`config.mk`:
```
export PLATFORM = sky130hd
export DESIGN_NAME = evt_counter_bank
export DESIGN_NICKNAME = d
export VERILOG_FILES = /design/src/rtl/evb_pkg.sv /design/src/rtl/evb_counter.sv /design/src/rtl/evb_status.sv /design/src/rtl/evt_counter_bank.sv
export SDC_FILE = /design/constraint.sdc
export NUM_CORES = 1
export LEC_CHECK = 0
export ABC_CLOCK_PERIOD_IN_PS = 2800
export BUFFER_PORTS_ARGS = -buffer_cell sky130_fd_sc_hd__buf_4
export CELL_PAD_IN_SITES_DETAIL_PLACEMENT = 1
export CELL_PAD_IN_SITES_GLOBAL_PLACEMENT = 2
export CORE_UTILIZATION = 30
export DETAILED_ROUTE_END_ITERATION = 12
export PLACE_DENSITY = 0.77
export RECOVER_POWER = 25
export SLEW_MARGIN = 25
export SYNTH_ARGS = -nofsm -noshare
export SYNTH_HDL_FRONTEND = slang
export SYNTH_SLANG_ARGS = --single-unit
```
`constraint.sdc`:
```
create_clock -name clk -period 2.8 [get_ports clk]
set_input_delay 0.42 -clock clk [delete_from_list [all_inputs] [get_ports clk]]
set_output_delay 0.42 -clock clk [all_outputs]
set_load 0.005 [all_outputs]
```
`src/rtl/evb_pkg.sv`:
```
package evb_pkg;
  localparam int DATA_W   = 64;
  localparam int ADDR_W   = 8;
  localparam int FIX_BASE = 32;

  localparam logic [ADDR_W-1:0] A_GLOBAL = 8'h00;
  localparam logic [ADDR_W-1:0] A_STATUS = 8'h01;
  localparam logic [ADDR_W-1:0] A_CLEAR  = 8'h02;
  localparam logic [ADDR_W-1:0] A_FIXCTL = 8'h03;
  localparam logic [ADDR_W-1:0] A_GPCNT  = 8'h10;
  localparam logic [ADDR_W-1:0] A_GPSEL  = 8'h20;
  localparam logic [ADDR_W-1:0] A_FXCNT  = 8'h30;

  typedef struct packed {
    logic irq_en;
    logic local_en;
    logic cnt_user;
    logic cnt_priv;
  } gp_sel_t;

  function automatic logic mode_ok(logic priv, logic user_bit, logic priv_bit);
    return priv ? priv_bit : user_bit;
  endfunction
endpackage

```
`src/rtl/evb_counter.sv`:
```
module evb_counter #(
  parameter int CNT_W = 48
) (
  input  logic             clk,
  input  logic             rst,
  input  logic             inc,
  input  logic             ld,
  input  logic [CNT_W-1:0] ld_val,
  output logic [CNT_W-1:0] cnt_o,
  output logic             wrap_o
);
  assign wrap_o = inc & ~ld & (&cnt_o);

  always_ff @(posedge clk) begin
    if (rst)      cnt_o <= '0;
    else if (ld)  cnt_o <= ld_val;
    else if (inc) cnt_o <= cnt_o + 1'b1;
  end

  // an accepted event advances the value by one
  a_r2_step: assert property (@(posedge clk) disable iff (rst)
    (inc && !ld) |=> (cnt_o == $past(cnt_o) + 1'b1));
  // a write lands even with an event in the same cycle
  a_r8_load: assert property (@(posedge clk) disable iff (rst)
    ld |=> (cnt_o == $past(ld_val)));
  // a wrap leaves the counter at zero
  a_r5_wrap_zero: assert property (@(posedge clk) disable iff (rst)
    wrap_o |=> (cnt_o == '0));
endmodule

```
`src/rtl/evb_status.sv`:
```
module evb_status #(
  parameter int W = 64
) (
  input  logic         clk,
  input  logic         rst,
  input  logic [W-1:0] wrap_vec,
  input  logic         clr_en,
  input  logic [W-1:0] clr_mask,
  input  logic [W-1:0] ie_vec,
  output logic [W-1:0] status_o,
  output logic         irq_o
);
  logic [W-1:0] clr_eff;
  assign clr_eff = clr_en ? clr_mask : '0;

  always_ff @(posedge clk) begin
    if (rst) begin
      status_o <= '0;
      irq_o    <= 1'b0;
    end else begin
      status_o <= (status_o & ~clr_eff) | wrap_vec;
      irq_o    <= |(status_o & ie_vec);
    end
  end

  // every wrap lands in status
  a_r5_wrap_sets: assert property (@(posedge clk) disable iff (rst)
    (|wrap_vec) |=> ((status_o & $past(wrap_vec)) == $past(wrap_vec)));
  // cleared bits drop when no wrap collides
  a_r6_clear_exact: assert property (@(posedge clk) disable iff (rst)
    (clr_en && ((clr_mask & wrap_vec) == '0)) |=> ((status_o & $past(clr_mask)) == '0));
  // without a clear, status is sticky
  a_r6_sticky: assert property (@(posedge clk) disable iff (rst)
    !clr_en |=> ((status_o & $past(status_o)) == $past(status_o)));
  // the interrupt needs an enabled pending bit one cycle earlier
  a_r7_irq_cause: assert property (@(posedge clk) disable iff (rst)
    irq_o |-> $past(|(status_o & ie_vec)));
endmodule

```
`src/rtl/evt_counter_bank.sv`:
```
module evt_counter_bank
  import evb_pkg::*;
#(
  parameter int NUM_GP  = 4,
  parameter int NUM_FIX = 3,
  parameter int CNT_W   = 48
) (
  input  logic                      clk,
  input  logic                      rst,
  input  logic                      priv_mode,
  input  logic [NUM_GP+NUM_FIX-1:0] evt_in,
  input  logic                      bus_wr,
  input  logic [7:0]                bus_addr,
  input  logic [63:0]               bus_wdata,
  output logic [63:0]               bus_rdata,
  output logic                      irq_o
);
  localparam int NUM_ALL = NUM_GP + NUM_FIX;
  localparam int FC_W    = 4 * NUM_FIX;

  function automatic logic [DATA_W-1:0] impl_mask();
    logic [DATA_W-1:0] m;
    m = '0;
    for (int i = 0; i < NUM_GP; i++)  m[i] = 1'b1;
    for (int j = 0; j < NUM_FIX; j++) m[FIX_BASE+j] = 1'b1;
    return m;
  endfunction
  localparam logic [DATA_W-1:0] IMPL = impl_mask();

  gp_sel_t                      sel_q [NUM_GP];
  logic [FC_W-1:0]              fix_ctl_q;
  logic [DATA_W-1:0]            gmask_q;
  logic [NUM_ALL-1:0][CNT_W-1:0] cnt;
  logic [NUM_ALL-1:0]           inc, cwr, wrap;
  logic [DATA_W-1:0]            wrap_vec, ie_vec, status;
  logic [DATA_W-1:0]            rd_mux;

  // Per-counter enable, load and wrap routing
  always_comb begin
    inc      = '0;
    cwr      = '0;
    wrap_vec = '0;
    ie_vec   = '0;
    for (int i = 0; i < NUM_GP; i++) begin
      inc[i] = evt_in[i] & sel_q[i].local_en & gmask_q[i]
             & mode_ok(priv_mode, sel_q[i].cnt_user, sel_q[i].cnt_priv);
      cwr[i] = bus_wr && (bus_addr == ADDR_W'(A_GPCNT + i));
      wrap_vec[i] = wrap[i];
      ie_vec[i]   = sel_q[i].irq_en;
    end
    for (int j = 0; j < NUM_FIX; j++) begin
      inc[NUM_GP+j] = evt_in[NUM_GP+j] & gmask_q[FIX_BASE+j]
                    & mode_ok(priv_mode, fix_ctl_q[4*j+1], fix_ctl_q[4*j]);
      cwr[NUM_GP+j] = bus_wr && (bus_addr == ADDR_W'(A_FXCNT + j));
      wrap_vec[FIX_BASE+j] = wrap[NUM_GP+j];
      ie_vec[FIX_BASE+j]   = fix_ctl_q[4*j+3];
    end
  end

  generate
    for (genvar k = 0; k < NUM_ALL; k++) begin : g_cnt
      evb_counter #(.CNT_W(CNT_W)) u_cnt (
        .clk    (clk),
        .rst    (rst),
        .inc    (inc[k]),
        .ld     (cwr[k]),
        .ld_val (bus_wdata[CNT_W-1:0]),
        .cnt_o  (cnt[k]),
        .wrap_o (wrap[k])
      );
    end
  endgenerate

  evb_status #(.W(DATA_W)) u_status (
    .clk      (clk),
    .rst      (rst),
    .wrap_vec (wrap_vec),
    .clr_en   (bus_wr && (bus_addr == A_CLEAR)),
    .clr_mask (bus_wdata),
    .ie_vec   (ie_vec),
    .status_o (status),
    .irq_o    (irq_o)
  );

  // Control registers
  always_ff @(posedge clk) begin
    if (rst) begin
      gmask_q   <= '0;
      fix_ctl_q <= '0;
      for (int i = 0; i < NUM_GP; i++) sel_q[i] <= '0;
    end else if (bus_wr) begin
      if (bus_addr == A_GLOBAL) gmask_q   <= bus_wdata & IMPL;
      if (bus_addr == A_FIXCTL) fix_ctl_q <= bus_wdata[FC_W-1:0];
      for (int i = 0; i < NUM_GP; i++)
        if (bus_addr == ADDR_W'(A_GPSEL + i)) sel_q[i] <= gp_sel_t'(bus_wdata[3:0]);
    end
  end

  // Read path
  always_comb begin
    rd_mux = '0;
    if (bus_addr == A_GLOBAL) rd_mux = gmask_q;
    if (bus_addr == A_STATUS) rd_mux = status;
    if (bus_addr == A_FIXCTL) rd_mux = DATA_W'(fix_ctl_q);
    for (int i = 0; i < NUM_GP; i++) begin
      if (bus_addr == ADDR_W'(A_GPCNT + i)) rd_mux = DATA_W'(cnt[i]);
      if (bus_addr == ADDR_W'(A_GPSEL + i)) rd_mux = DATA_W'(sel_q[i]);
    end
    for (int j = 0; j < NUM_FIX; j++)
      if (bus_addr == ADDR_W'(A_FXCNT + j)) rd_mux = DATA_W'(cnt[NUM_GP+j]);
  end

  always_ff @(posedge clk) begin
    if (rst) bus_rdata <= '0;
    else     bus_rdata <= rd_mux;
  end

  // a cleared global mask freezes every counter absent writes
  a_r4_freeze: assert property (@(posedge clk) disable iff (rst)
    ((gmask_q == '0) && !bus_wr) |=> $stable(cnt));
  // only implemented mask positions can be set
  a_r9_mask_impl: assert property (@(posedge clk) disable iff (rst)
    bus_wr |=> ((gmask_q & ~IMPL) == '0));

  generate
    for (genvar f = 0; f < NUM_FIX; f++) begin : g_fix_chk
      // a zero field stops the fixed counter
      a_r3_field_off: assert property (@(posedge clk) disable iff (rst)
        ((fix_ctl_q[4*f+:4] == 4'h0) && !cwr[NUM_GP+f]) |=> $stable(cnt[NUM_GP+f]));
    end
  endgenerate
endmodule

```
---- Word-level counts from Yosys, hierarchy flattened ----
Memories as Yosys holds them, arrays and structs flattened.
Index checks and enable logic that the tools add are counted.
word-level totals
  bits in writable memories ............... 16
  bits of input ports ..................... 83
  output and inout port bits .............. 65
  logic and storage cells ................. 167
  flip-flop bits (word level) ............. 484
  memories kept ........................... 1
memories
  memory  depth  width  rd ports  clocked after memory_dff  write ports  line                    source
  sel_q   4      4      4         0                         4            evt_counter_bank.sv:30  gp_sel_t sel_q [NUM_GP];
operators by class
  $add $sub $neg .......................... 7
  reductions and logical operators ........ 27
  multiplexer cells ....................... 58
  bitwise logic cells ..................... 47
  eq/ne operators ......................... 14
operators with widths
  kind                   number
  $mux 48                26
  $add 48x1->48 const B  7
  $reduce_and 48->1      7
  $mux 64                2
  $and 64x35->64         1
  $and 64x64->64         1
  $not 64->64            1
  $or 64x35->64          1
  $reduce_or 64->1       1
  $eq 8x6->1 const B     7
  $mux 35                1
  $and 1x1->1            32
  $eq 8x5->1 const B     4
  $mux 1                 25
  $eq 8x2->1 const B     2
  $mux 4                 4
  $reduce_bool 2->1      7
  $reduce_or 13->1       1
  $eq 8x1->1 const B     1
  $logic_and 1x1->1      8
  $logic_not 8->1        1
  $not 1->1              7
  $or 1x1->1             4
  $reduce_and 2->1       2

---- Depth between registers and ports, before layout ----
Gate-level depths: netlist of the first run.
  depth in word-level cells ............... 15
  mapped depth ............................ 9
  gate-level depth less buffers ........... 7

---- By module ----
A second synthesis of the first run with hierarchy kept.
unflattened totals
  cell total of the unflattened synthesis .. 3,599
  area, all modules ....................... 29,096.7 um^2
modules (own cells, without submodules)
  module            cells each  instances  area an instance (um^2)  sequential area each (um^2)
  evb_counter       356         7          2,817.7                  960.9
  evt_counter_bank  795         1          6,869.1                  2,142.1
  evb_status        312         1          2,503.7                  1,301.2

---- Least setup slack after synthesis of the first run ----
OpenSTA, ideal clock, no wires.
  path type ............................... input port to flip-flop
  start ................................... input port bus_addr[1]
  end ..................................... memory sel_q[0][0] in the netlist's numbering, enable pin
  buffers on the path ..................... 3
  path slack .............................. 336 ps
  data arrival time ....................... 2,156 ps
  setup time .............................. 307 ps
  stages on the path ...................... 6
  required time ........................... 2,493 ps
  cell sequence ........................... clkbuf_1 nor4_1 clkbuf_1 clkbuf_1 nand3_1 nand2_1
RTL lines
  item             line                    source
  start, declared  evt_counter_bank.sv:13  input logic [7:0] bus_addr,
  end, declared    evt_counter_bank.sv:30

---- Worst setup path after layout of the first run ----
  start ................................... input port bus_addr[1]
  end ..................................... register g_cnt[0].u_cnt.cnt_o[2]
on the way
  longest elaborated chain between the ends .. 3
  elaborated cells between the ends (all ways) .. 4
  classes of those cells .................. eq/ne: 1; mux: 1; reduce/logical: 2
RTL lines
  item                                          line                    source
  $eq 8x5->1 (*)                                evt_counter_bank.sv:47  cwr[i] = bus_wr && (bus_addr == ADDR_W'(A_GPCNT + i));
  $logic_and 1x1->1 (*)                         evt_counter_bank.sv:47
  $mux 48 or $reduce_bool 2->1 (tied branches)  --
  end signal, assigned                          evb_counter.sv:16       else if (ld) cnt_o <= ld_val;
  end signal, assigned                          evb_counter.sv:17       else if (inc) cnt_o <= cnt_o + 1'b1;
  end, declared                                 evb_counter.sv:9        output logic [CNT_W-1:0] cnt_o,
Mark *: on every way between the ends. The rest lies on a longest branch, timed or not.
A chain may end at the register's enable or synchronous reset.

==> load_flow_metrics.sql, run 1 <==
INSERT INTO impl_metrics (metric_group, metric, value, unit) VALUES
('sta', 'setup_viol_count_final', '0', ''),
('worst_setup_path', 'critPathRequiredTime', '3.34', 'ns'),
('place', 'routabilityCongestion', '0.930', ''),
('global_routing', 'antenna_found_initial', '5', ''),
('detailed_routing', 'finalWirelength', '121000', 'um'),
('clock_network', 'cts.hold.buffers_added', '16', ''),
('detailed_routing', 'number_of_iterations_in_the_first_detailed_routing_pass', '6', ''),
('sta', 'finalMaxSlewViolations', '0', ''),
('detailed_routing', 'via_per_inst', '5.78', ''),
('sta', 'worst-slew-pin-transition', '1.13', 'ns'),
('sta', 'max_freq', '0.370', 'GHz'),
('worst_setup_path', 'reg2reg_depth', '6', ''),
('yosys', 'synth.yosys.seq_area_share', '39.0', '%'),
('clock_network', 'clock_net_sink_count', '500', ''),
('detailed_routing', 'avgRoutedWirePerCell', '26.5', 'um'),
('floorplanning', 'core_area', '85700', 'sq um'),
('yosys', 'synth.yosys.warnings', '0', ''),
('yosys', 'synth_cell_types', '74', ''),
('finish', 'fin_cells', '4539', ''),
('sta', 'final.min_clock_period', '2.70', 'ns'),
('place', 'io_buffer_count', '147', ''),
('power_and_ir_drop', 'power_per_cell_area', '501', 'nW/um^2'),
('clock_network', 'clk_latency', '0.64', 'ns'),
('floorplanning', 'ios', '148', ''),
('finish', 'fillers', '10200', ''),
('worst_hold_path', 'worst_hold_path_type', 'input port to flip-flop', ''),
('sta', 'rsz_0062_raised_after_global_routing', 'no', ''),
('worst_setup_path', 'critical_path_peak_fanout', '29', ''),
('clock_network', 'ctsResizeCount', '0', ''),
('floorplanning', 'die_height', '297', 'um'),
('power_and_ir_drop', 'combinational_share_of_power', '4.6', '%'),
('floorplanning', 'dieArea', '88200', 'sq um'),
('yosys', 'synth.avg_cell_area', '8.09', 'sq um'),
('sta', 'period_share', '96.4', '%'),
('global_routing', 'grt_pass1_wl', '178000', 'um'),
('global_routing', 'grt_usage', '26.8', '%'),
('sta', 'report.final.hold_viol_count', '0', ''),
('sta', 'finClkSkew', '0.0253', 'ns'),
('clock_network', 'cts_tree', 'done', ''),
('worst_setup_path', 'critPathKind', 'input port to flip-flop', ''),
('clock_network', 'clockBufferDepth', '3', ''),
('finish', 'fraction_of_layout_cells_with_a_size_suffix_above_1', '13.0', '%'),
('detailed_routing', 'route.antenna.remaining_nets', '0', ''),
('worst_setup_path', 'setup.worst_path.start_class', 'input port', ''),
('global_routing', 'grt_pass1_vias', '25700', ''),
('clock_network', 'cts.reportedPaths.clkPinSlew', '0.07', 'ns'),
('yosys', 'mappedNetlistNets', '3317', ''),
('clock_network', 'h-tree-depth', '2', ''),
('place', 'detailedPlacementHpwl', '87700', 'um'),
('detailed_routing', 'vias', '26200', ''),
('sta', 'setup_total_negative_slack', '0', 'ns'),
('status', 'outcome', 'finished clean', ''),
('sta', 'slew_headroom', '23.5', '%'),
('yosys', 'synth-seq-cells', '500', ''),
('worst_setup_path', 'cp.arrival', '3.23', 'ns'),
('power_and_ir_drop', 'peakVddDrop', '0.434', 'mV'),
('power_and_ir_drop', 'static-leakage-power', '10.2', 'nW'),
('yosys', 'ys_async_sr_fraction', '0', '%'),
('worst_hold_path', 'min_delay_path_depth', '2', ''),
('clock_network', 'root_buffer', 'clkbuf_16', ''),
('power_and_ir_drop', 'power_switching', '3.88', 'mW'),
('detailed_routing', 'remaining_drc_errors', '0', ''),
('yosys', 'synthesis.instances', '3227', ''),
('global_routing', 'grt_overflow', '0', ''),
('clock_network', 'cts-buffers-inserted', '56', ''),
('finish', 'nets', '3442', ''),
('detailed_routing', 'drt_iter0_drc', '2217', ''),
('worst_setup_path', 'crit_path_end_kind', 'flip-flop', ''),
('power_and_ir_drop', 'power.sequential.fraction', '46.0', '%'),
('clock_network', 'post_cts_setup_repair_bufs', '0', ''),
('global_routing', 'maximum_number_of_pins_on_one_net_before_global_route_repair', '136', ''),
('place', 'post-place-cells', '4422', ''),
('floorplanning', 'rows', '107', ''),
('floorplanning', 'dieWidth', '297', 'um'),
('power_and_ir_drop', 'clkPwrFrac', '49.4', '%'),
('yosys', 'synth_edf_count', '16', ''),
('flow_run', 'max_cap_viol_count', '0', ''),
('floorplanning', 'initial_core_util', '30.5', '%'),
('power_and_ir_drop', 'cellInternalPower', '11.8', 'mW'),
('power_and_ir_drop', 'power.share.switching', '24.8', '%'),
('yosys', 'synth-main-ff-cell', 'dfxtp_1', ''),
('finish', 'area_delta_synth_final', '20.0', '%'),
('yosys', 'synthesis.area', '26100', 'sq um');
final timing paths:
kind | startpoint | to | slack (ns)
setup / recovery | bus_addr[1] | g_cnt[0].u_cnt.cnt_o[2] | 0.10
hold / removal | bus_wdata[18] | u_status.status_o[18] | 0.06
setup reg to reg | g_cnt[2].u_cnt.cnt_o[13] | g_cnt[2].u_cnt.cnt_o[31] | 0.18
hold reg to reg | u_status.status_o[50] | u_status.status_o[50] | 0.43
cell families (layout without fill, tap and decap cells):
family / Yosys count / in the layout / synth area share [%]
AO/OA/AOI/OAI: 792 / 792 / 21.2
XOR/XNOR: 276 / 276 / 9.26
adder cells (fa/ha/maj): 7 / 7 / 0.336
buffers and inverters: 319 / 486 / 4.79
flip-flops: 500 / 500 / 39.0
multiplexers: 33 / 33 / 1.28
other: 0 / 1 / 0
AND/OR/NAND/NOR: 1300 / 1300 / 24.2
synth_stat cells, types with 34 or more instances:
master    number  area, sq um
a211oi_1     272         2040
a21oi_1      127          636
a22o_1        51          447
a22oi_1       82          616
a311oi_1      56          490
and2_1        34          213
and3_1        44          275
clkbuf_1     215          807
dfxtp_1      484         9690
inv_1         50          188
nand2_1      283         1060
nand3_1      131          656
nand4_1      109          682
nor2_1       454         1700
nor3_1        75          375
o21ai_0      113          566
or3_1         53          332
xnor2_1      133         1160
xor2_1       143         1250
state kept, by name, indices dropped and copies added (netlist names):
name and flops:
sel_q 16, fix_ctl_q 12, g_cnt.u_cnt.cnt_o 336, bus_rdata 64, u_status.status_o 64, u_status.irq_o 1, gmask_q 7
power by group through the flow:
stage | sequential, mW | clock [mW] | combinational (mW)
detailed placement | 7.36 | 0 | 0.701
global route | 7.21 | 8.10 | 0.747
floorplan | 7.35 | 0 | 0.318
global placement | 7.36 | 0 | 0.704
finish | 7.21 | 7.74 | 0.725
CTS | 7.20 | 7.85 | 0.721
cell usage in the layout, fill, tap and decap left out, drive strengths merged, types with 82 or more instances in the layout:
| master | n |
|---|---|
| dfxtp | 484 |
| nor2 | 454 |
| nand2 | 283 |
| a211oi | 272 |
| buf | 251 |
| xor2 | 143 |
| clkbuf | 141 |
| xnor2 | 133 |
| nand3 | 131 |
| a21oi | 127 |
| o21ai | 113 |
| nand4 | 110 |
| a22oi | 82 |
area by class of cell:
type / count / area [sq um] / share of cell area, %
Multi-Input combinational cell: 2408 / 14800 / 47.4
Sequential cell: 500 / 10200 / 32.5
Timing Repair Buffer: 336 / 2820 / 8.99
Clock buffer: 72 / 1540 / 4.92
Tap cell: 1144 / 1430 / 4.57
Clock inverter: 28 / 330 / 1.05
Inverter: 50 / 188 / 0.599
Antenna cell: 1 / 2.50 / 0.00799
metal layers:
layer / wire [um] / vias to the layer above / global-route usage [%]
met5: 35 / - / 0
met2: 55200 / 805 / 43.3
li1: - / 12000 / -
met4: 4750 / 6 / 9.93
met3: 6980 / 190 / 3.42
met1: 53600 / 13200 / 36.2
metrics by stage:
| step | cell area [sq um] | total power, mW | utilization (%) | hold WS, ns | setup slack, ns |
|---|---|---|---|---|---|
| 3_3_place_gp | 29400 | 8.07 | 34.3 | 0.414 | 0.0866 |
| 6_report | 31300 | 15.7 | 36.5 | 0.0609 | 0.101 |
| 4_1_cts | 31400 | 15.8 | 36.7 | 0.0309 | 0.217 |
| 2_1_floorplan | 26100 | 7.67 | - | 0.407 | 0.336 |
| 5_1_grt | 31300 | 16.0 | 36.5 | 0.0570 | 0.0327 |
| 3_5_place_dp | 29400 | 8.06 | 34.3 | 0.419 | 0.0851 |
critical path, cell delays in order:
cell	delay, ns
clkbuf_1	0.19
nor4_1	0.57
clkbuf_2	0.92
nand3_4	0.49
buf_4	0.37
a211oi_1	0.24
No activity file was read; power rests on OpenSTA's default activity.
==> inputs of run 2 (changes only) <==
--- a/config.mk
+++ b/config.mk
@@ -5,13 +5,14 @@
 export SDC_FILE = /design/constraint.sdc
 export NUM_CORES = 1
 export LEC_CHECK = 0
+export ABC_AREA = 1
 export ABC_CLOCK_PERIOD_IN_PS = 2800
 export BUFFER_PORTS_ARGS = -buffer_cell sky130_fd_sc_hd__buf_4
 export CELL_PAD_IN_SITES_DETAIL_PLACEMENT = 1
 export CELL_PAD_IN_SITES_GLOBAL_PLACEMENT = 2
 export CORE_UTILIZATION = 30
 export DETAILED_ROUTE_END_ITERATION = 12
-export PLACE_DENSITY = 0.77
+export PLACE_DENSITY = 0.81
 export RECOVER_POWER = 25
 export SLEW_MARGIN = 25
 export SYNTH_ARGS = -nofsm -noshare
==> run 2 against run 1 <==
  * Setup slack lost 0.049 ns
  * Wire length is 58% higher
  * Critical path depth is 2 higher
  * Clock skew is 0.0066 ns higher
  * Sequential power about the same
==> load_flow_metrics.sql, run 2 <==
INSERT INTO impl_metrics (metric_group, metric, value, unit) VALUES
('finish', 'area_delta_synth_final', '18.7', '%'),
('sta', 'rsz_0062_raised_after_global_routing', 'no', ''),
('clock_network', 'cts-buffers-inserted', '66', ''),
('floorplanning', 'ios', '148', ''),
('detailed_routing', 'drt_iter0_drc', '4016', ''),
('place', 'routabilityCongestion', '1.03', ''),
('global_routing', 'grt_usage', '36.0', '%'),
('place', 'detailedPlacementHpwl', '146000', 'um'),
('clock_network', 'clockBufferDepth', '3', ''),
('floorplanning', 'die_height', '322', 'um'),
('global_routing', 'grt_pass1_vias', '34700', ''),
('sta', 'finalMaxSlewViolations', '0', ''),
('worst_setup_path', 'cp.arrival', '3.23', 'ns'),
('yosys', 'netlist.area_leader.share', '31.5', '%'),
('worst_setup_path', 'r2r-start', 'g_cnt[4].u_cnt.cnt_o[0]', ''),
('floorplanning', 'core_area', '102000', 'sq um'),
('worst_setup_path', 'setup.worst_path.start_class', 'input port', ''),
('sta', 'finClkSkew', '0.0319', 'ns'),
('yosys', 'synthesis.area', '30800', 'sq um'),
('finish', 'most_frequent_standard_cell_in_the_layout_excluding_fill_and_tap_cells', 'nand2_1', ''),
('global_routing', 'grt_overflow', '0', ''),
('global_routing', 'antenna_found_initial', '13', ''),
('worst_setup_path', 'critPathCapture', 'g_cnt[2].u_cnt.cnt_o[21]', ''),
('finish', 'multiInputGateArea', '17500', 'sq um'),
('sta', 'report.final.hold_viol_count', '0', ''),
('clock_network', 'h-tree-depth', '3', ''),
('status', 'outcome', 'finished clean', ''),
('yosys', 'synth.yosys.warnings', '0', ''),
('clock_network', 'cts_tree', 'done', ''),
('worst_setup_path', 'critical_path.reg2reg.endpoint', 'u_status.status_o[32]', ''),
('yosys', 'synth.cells.most_frequent', '1248 x nand2_1, 566 x inv_1, 484 x dfxtp_1, 450 x nor2_1, 231 x a21oi_1', ''),
('clock_network', 'post_cts_setup_repair_bufs', '0', ''),
('clock_network', 'clock_net_sink_count', '500', ''),
('global_routing', 'maximum_number_of_pins_on_one_net_before_global_route_repair', '148', ''),
('yosys', 'synth.yosys.seq_area_share', '33.0', '%'),
('detailed_routing', 'finalWirelength', '190000', 'um'),
('power_and_ir_drop', 'static-leakage-power', '12.6', 'nW'),
('floorplanning', 'rows', '117', ''),
('sta', 'period_share', '98.1', '%'),
('floorplanning', 'initial_core_util', '30.3', '%'),
('worst_setup_path', 'crit_path_end_kind', 'flip-flop', ''),
('detailed_routing', 'number_of_iterations_in_the_first_detailed_routing_pass', '6', ''),
('worst_setup_path', 'critical_path_peak_fanout', '26', ''),
('finish', 'fraction_of_layout_cells_with_a_size_suffix_above_1', '10.5', '%'),
('yosys', 'synthMostInstantiatedCell', 'nand2_1', ''),
('clock_network', 'clk_latency', '0.65', 'ns'),
('clock_network', 'cts.reportedPaths.clkPinSlew', '0.06', 'ns'),
('finish', 'final_cell_mix', '1249 x nand2_1, 570 x inv_1, 484 x dfxtp_1', ''),
('yosys', 'synth_top_cell_by_area', 'dfxtp_1', ''),
('finish', 'seqCellArea', '10200', 'sq um'),
('detailed_routing', 'via_per_inst', '5.68', ''),
('finish', 'fin_cells', '6347', ''),
('yosys', 'synth.top_cells.by_area', 'dfxtp_1 31%, nand2_1 15%, inv_1 6.9%', ''),
('worst_setup_path', 'critPathRequiredTime', '3.29', 'ns'),
('floorplanning', 'dieArea', '104000', 'sq um'),
('flow_run', 'max_cap_viol_count', '0', ''),
('place', 'io_buffer_count', '147', ''),
('worst_setup_path', 'critPathKind', 'input port to flip-flop', ''),
('worst_setup_path', 'ff2ff_setup_slack', '0.12', 'ns'),
('yosys', 'mappedNetlistNets', '4805', ''),
('power_and_ir_drop', 'peakVddDrop', '0.418', 'mV'),
('finish', 'nets', '5012', ''),
('power_and_ir_drop', 'power_per_cell_area', '471', 'nW/um^2'),
('sta', 'hold_slack', '0.144', 'ns'),
('detailed_routing', 'remaining_drc_errors', '0', ''),
('global_routing', 'grt_pass1_wl', '265000', 'um'),
('finish', 'largest-register', 'g_cnt.u_cnt.cnt_o', ''),
('yosys', 'synthesis.instances', '4715', ''),
('sta', 'final.min_clock_period', '2.75', 'ns'),
('yosys', 'synth-seq-cells', '500', ''),
('sta', 'max_freq', '0.364', 'GHz'),
('worst_hold_path', 'worst_hold_path_type', 'input port to flip-flop', ''),
('yosys', 'ys_async_sr_fraction', '0', '%'),
('detailed_routing', 'avgRoutedWirePerCell', '29.9', 'um'),
('finish', 'largest_register_ffs', '336', ''),
('place', 'post-place-cells', '6206', ''),
('detailed_routing', 'route.antenna.remaining_nets', '0', ''),
('clock_network', 'root_buffer', 'clkbuf_16', ''),
('yosys', 'synth_edf_count', '16', ''),
('yosys', 'synth.avg_cell_area', '6.53', 'sq um'),
('floorplanning', 'dieWidth', '322', 'um'),
('sta', 'slew_headroom', '20.3', '%'),
('sta', 'setup_viol_count_final', '0', ''),
('detailed_routing', 'vias', '36100', ''),
('finish', 'fillers', '13000', ''),
('worst_setup_path', 'reg2reg_depth', '13', ''),
('sta', 'worst-slew-pin-transition', '1.20', 'ns'),
('yosys', 'synth-main-ff-cell', 'dfxtp_1', ''),
('worst_setup_path', 'crit_start', 'bus_wr', ''),
('finish', 'largestRegisters', 'g_cnt.u_cnt.cnt_o: 336 flops, bus_rdata: 64 flops, u_status.status_o: 64 flops', ''),
('yosys', 'synth_cell_types', '57', '');
## run 2: changes by cell type after synthesis, sizes merged, moves of 89 or more
| cell | before | now |
|---|---|---|
| nand2 | 283 | 1267 |
| inv | 50 | 591 |
| a211oi | 272 | 74 |
| a31oi | 17 | 162 |
| clkbuf | 243 | 126 |
| a21oi | 127 | 231 |
| o22ai | 14 | 103 |
## run 2: worst max-delay path, cell delays in order
cell and delay (ns):
clkbuf_4 0.11, inv_1 0.42, clkbuf_1 0.93, nor2_4 0.05, inv_1 0.78, o22ai_1 0.25, a21oi_1 0.17, nor2_1 0.06
## run 2: how the worst min path moves through the flow
stage / from / to / slack [ns] / cells after the start
after floorplan: u_status.status_o[63] / bus_rdata[63] / 0.42 / 2
after global placement: u_status.status_o[55] / bus_rdata[55] / 0.42 / 2
after detailed placement: u_status.status_o[56] / bus_rdata[56] / 0.43 / 2
after CTS: bus_wdata[7] / u_status.status_o[7] / 0.11 / 2
after global routing: bus_wdata[7] / u_status.status_o[7] / 0.12 / 2
final: bus_wdata[27] / u_status.status_o[27] / 0.14 / 2
## run 2: area by class of cell
class / count / area share, %
multi-input cells: 3413 / 47.8
flip-flops and latches: 500 / 27.8
repair buffers: 347 / 7.37
inverters: 594 / 6.12
clock buffers: 97 / 5.40
well taps: 1368 / 4.68
clock inverters: 20 / 0.726
diodes: 8 / 0.0548
## run 2: power breakdown
part	internal [mW]	switching (mW)
clock network	5.43	3.74
logic	0.156	0.700
registers	7.17	0.0198
total	12.8	4.46
## run 2: cell families (layout without fill, tap and decap cells)
logic type,Yosys count,after routing,share of synthesized area [%]
and+or+nand+nor,2317,2317,32.8
AOI/OAI and AO/OA,835,835,16.5
buffers and inverters,802,1058,10.2
DFF,500,500,33.0
xor gates and xnor gates,254,254,7.23
adders and majority gates,7,7,0.285
other,0,8,0
## run 2: layer usage
metal  routed length, um  global-route usage (%)  vias to the layer above
met4               10300                    18.0                       12
met2               77900                    51.3                     1730
met3               18600                    7.88                      358
li1                    -                       -                    16000
met5                  81                       0                        -
met1               83100                    50.4                    17900
## run 2: metrics by stage
stage | setup TNS [ns] | cell area [sq um] | total power, mW | setup WS (ns) | utilization, %
2_1_floorplan | 0 | 30800 | 7.56 | 0.901 | -
3_3_place_gp | -0.0935 | 34300 | 8.16 | -0.0754 | 33.7
3_5_place_dp | -0.0867 | 34300 | 8.16 | -0.0465 | 33.7
4_1_cts | 0 | 36700 | 17.3 | 0.197 | 36.1
5_1_grt | 0 | 36500 | 17.5 | 0.0109 | 35.9
6_report | 0 | 36600 | 17.2 | 0.0520 | 35.9
## run 2: repair_timing
item,4_1_cts,5_1_grt
endpoints found under the setup margin,0,2
resized for setup,0,1
hold buffers,16,0
hold endpoints to repair,16,0
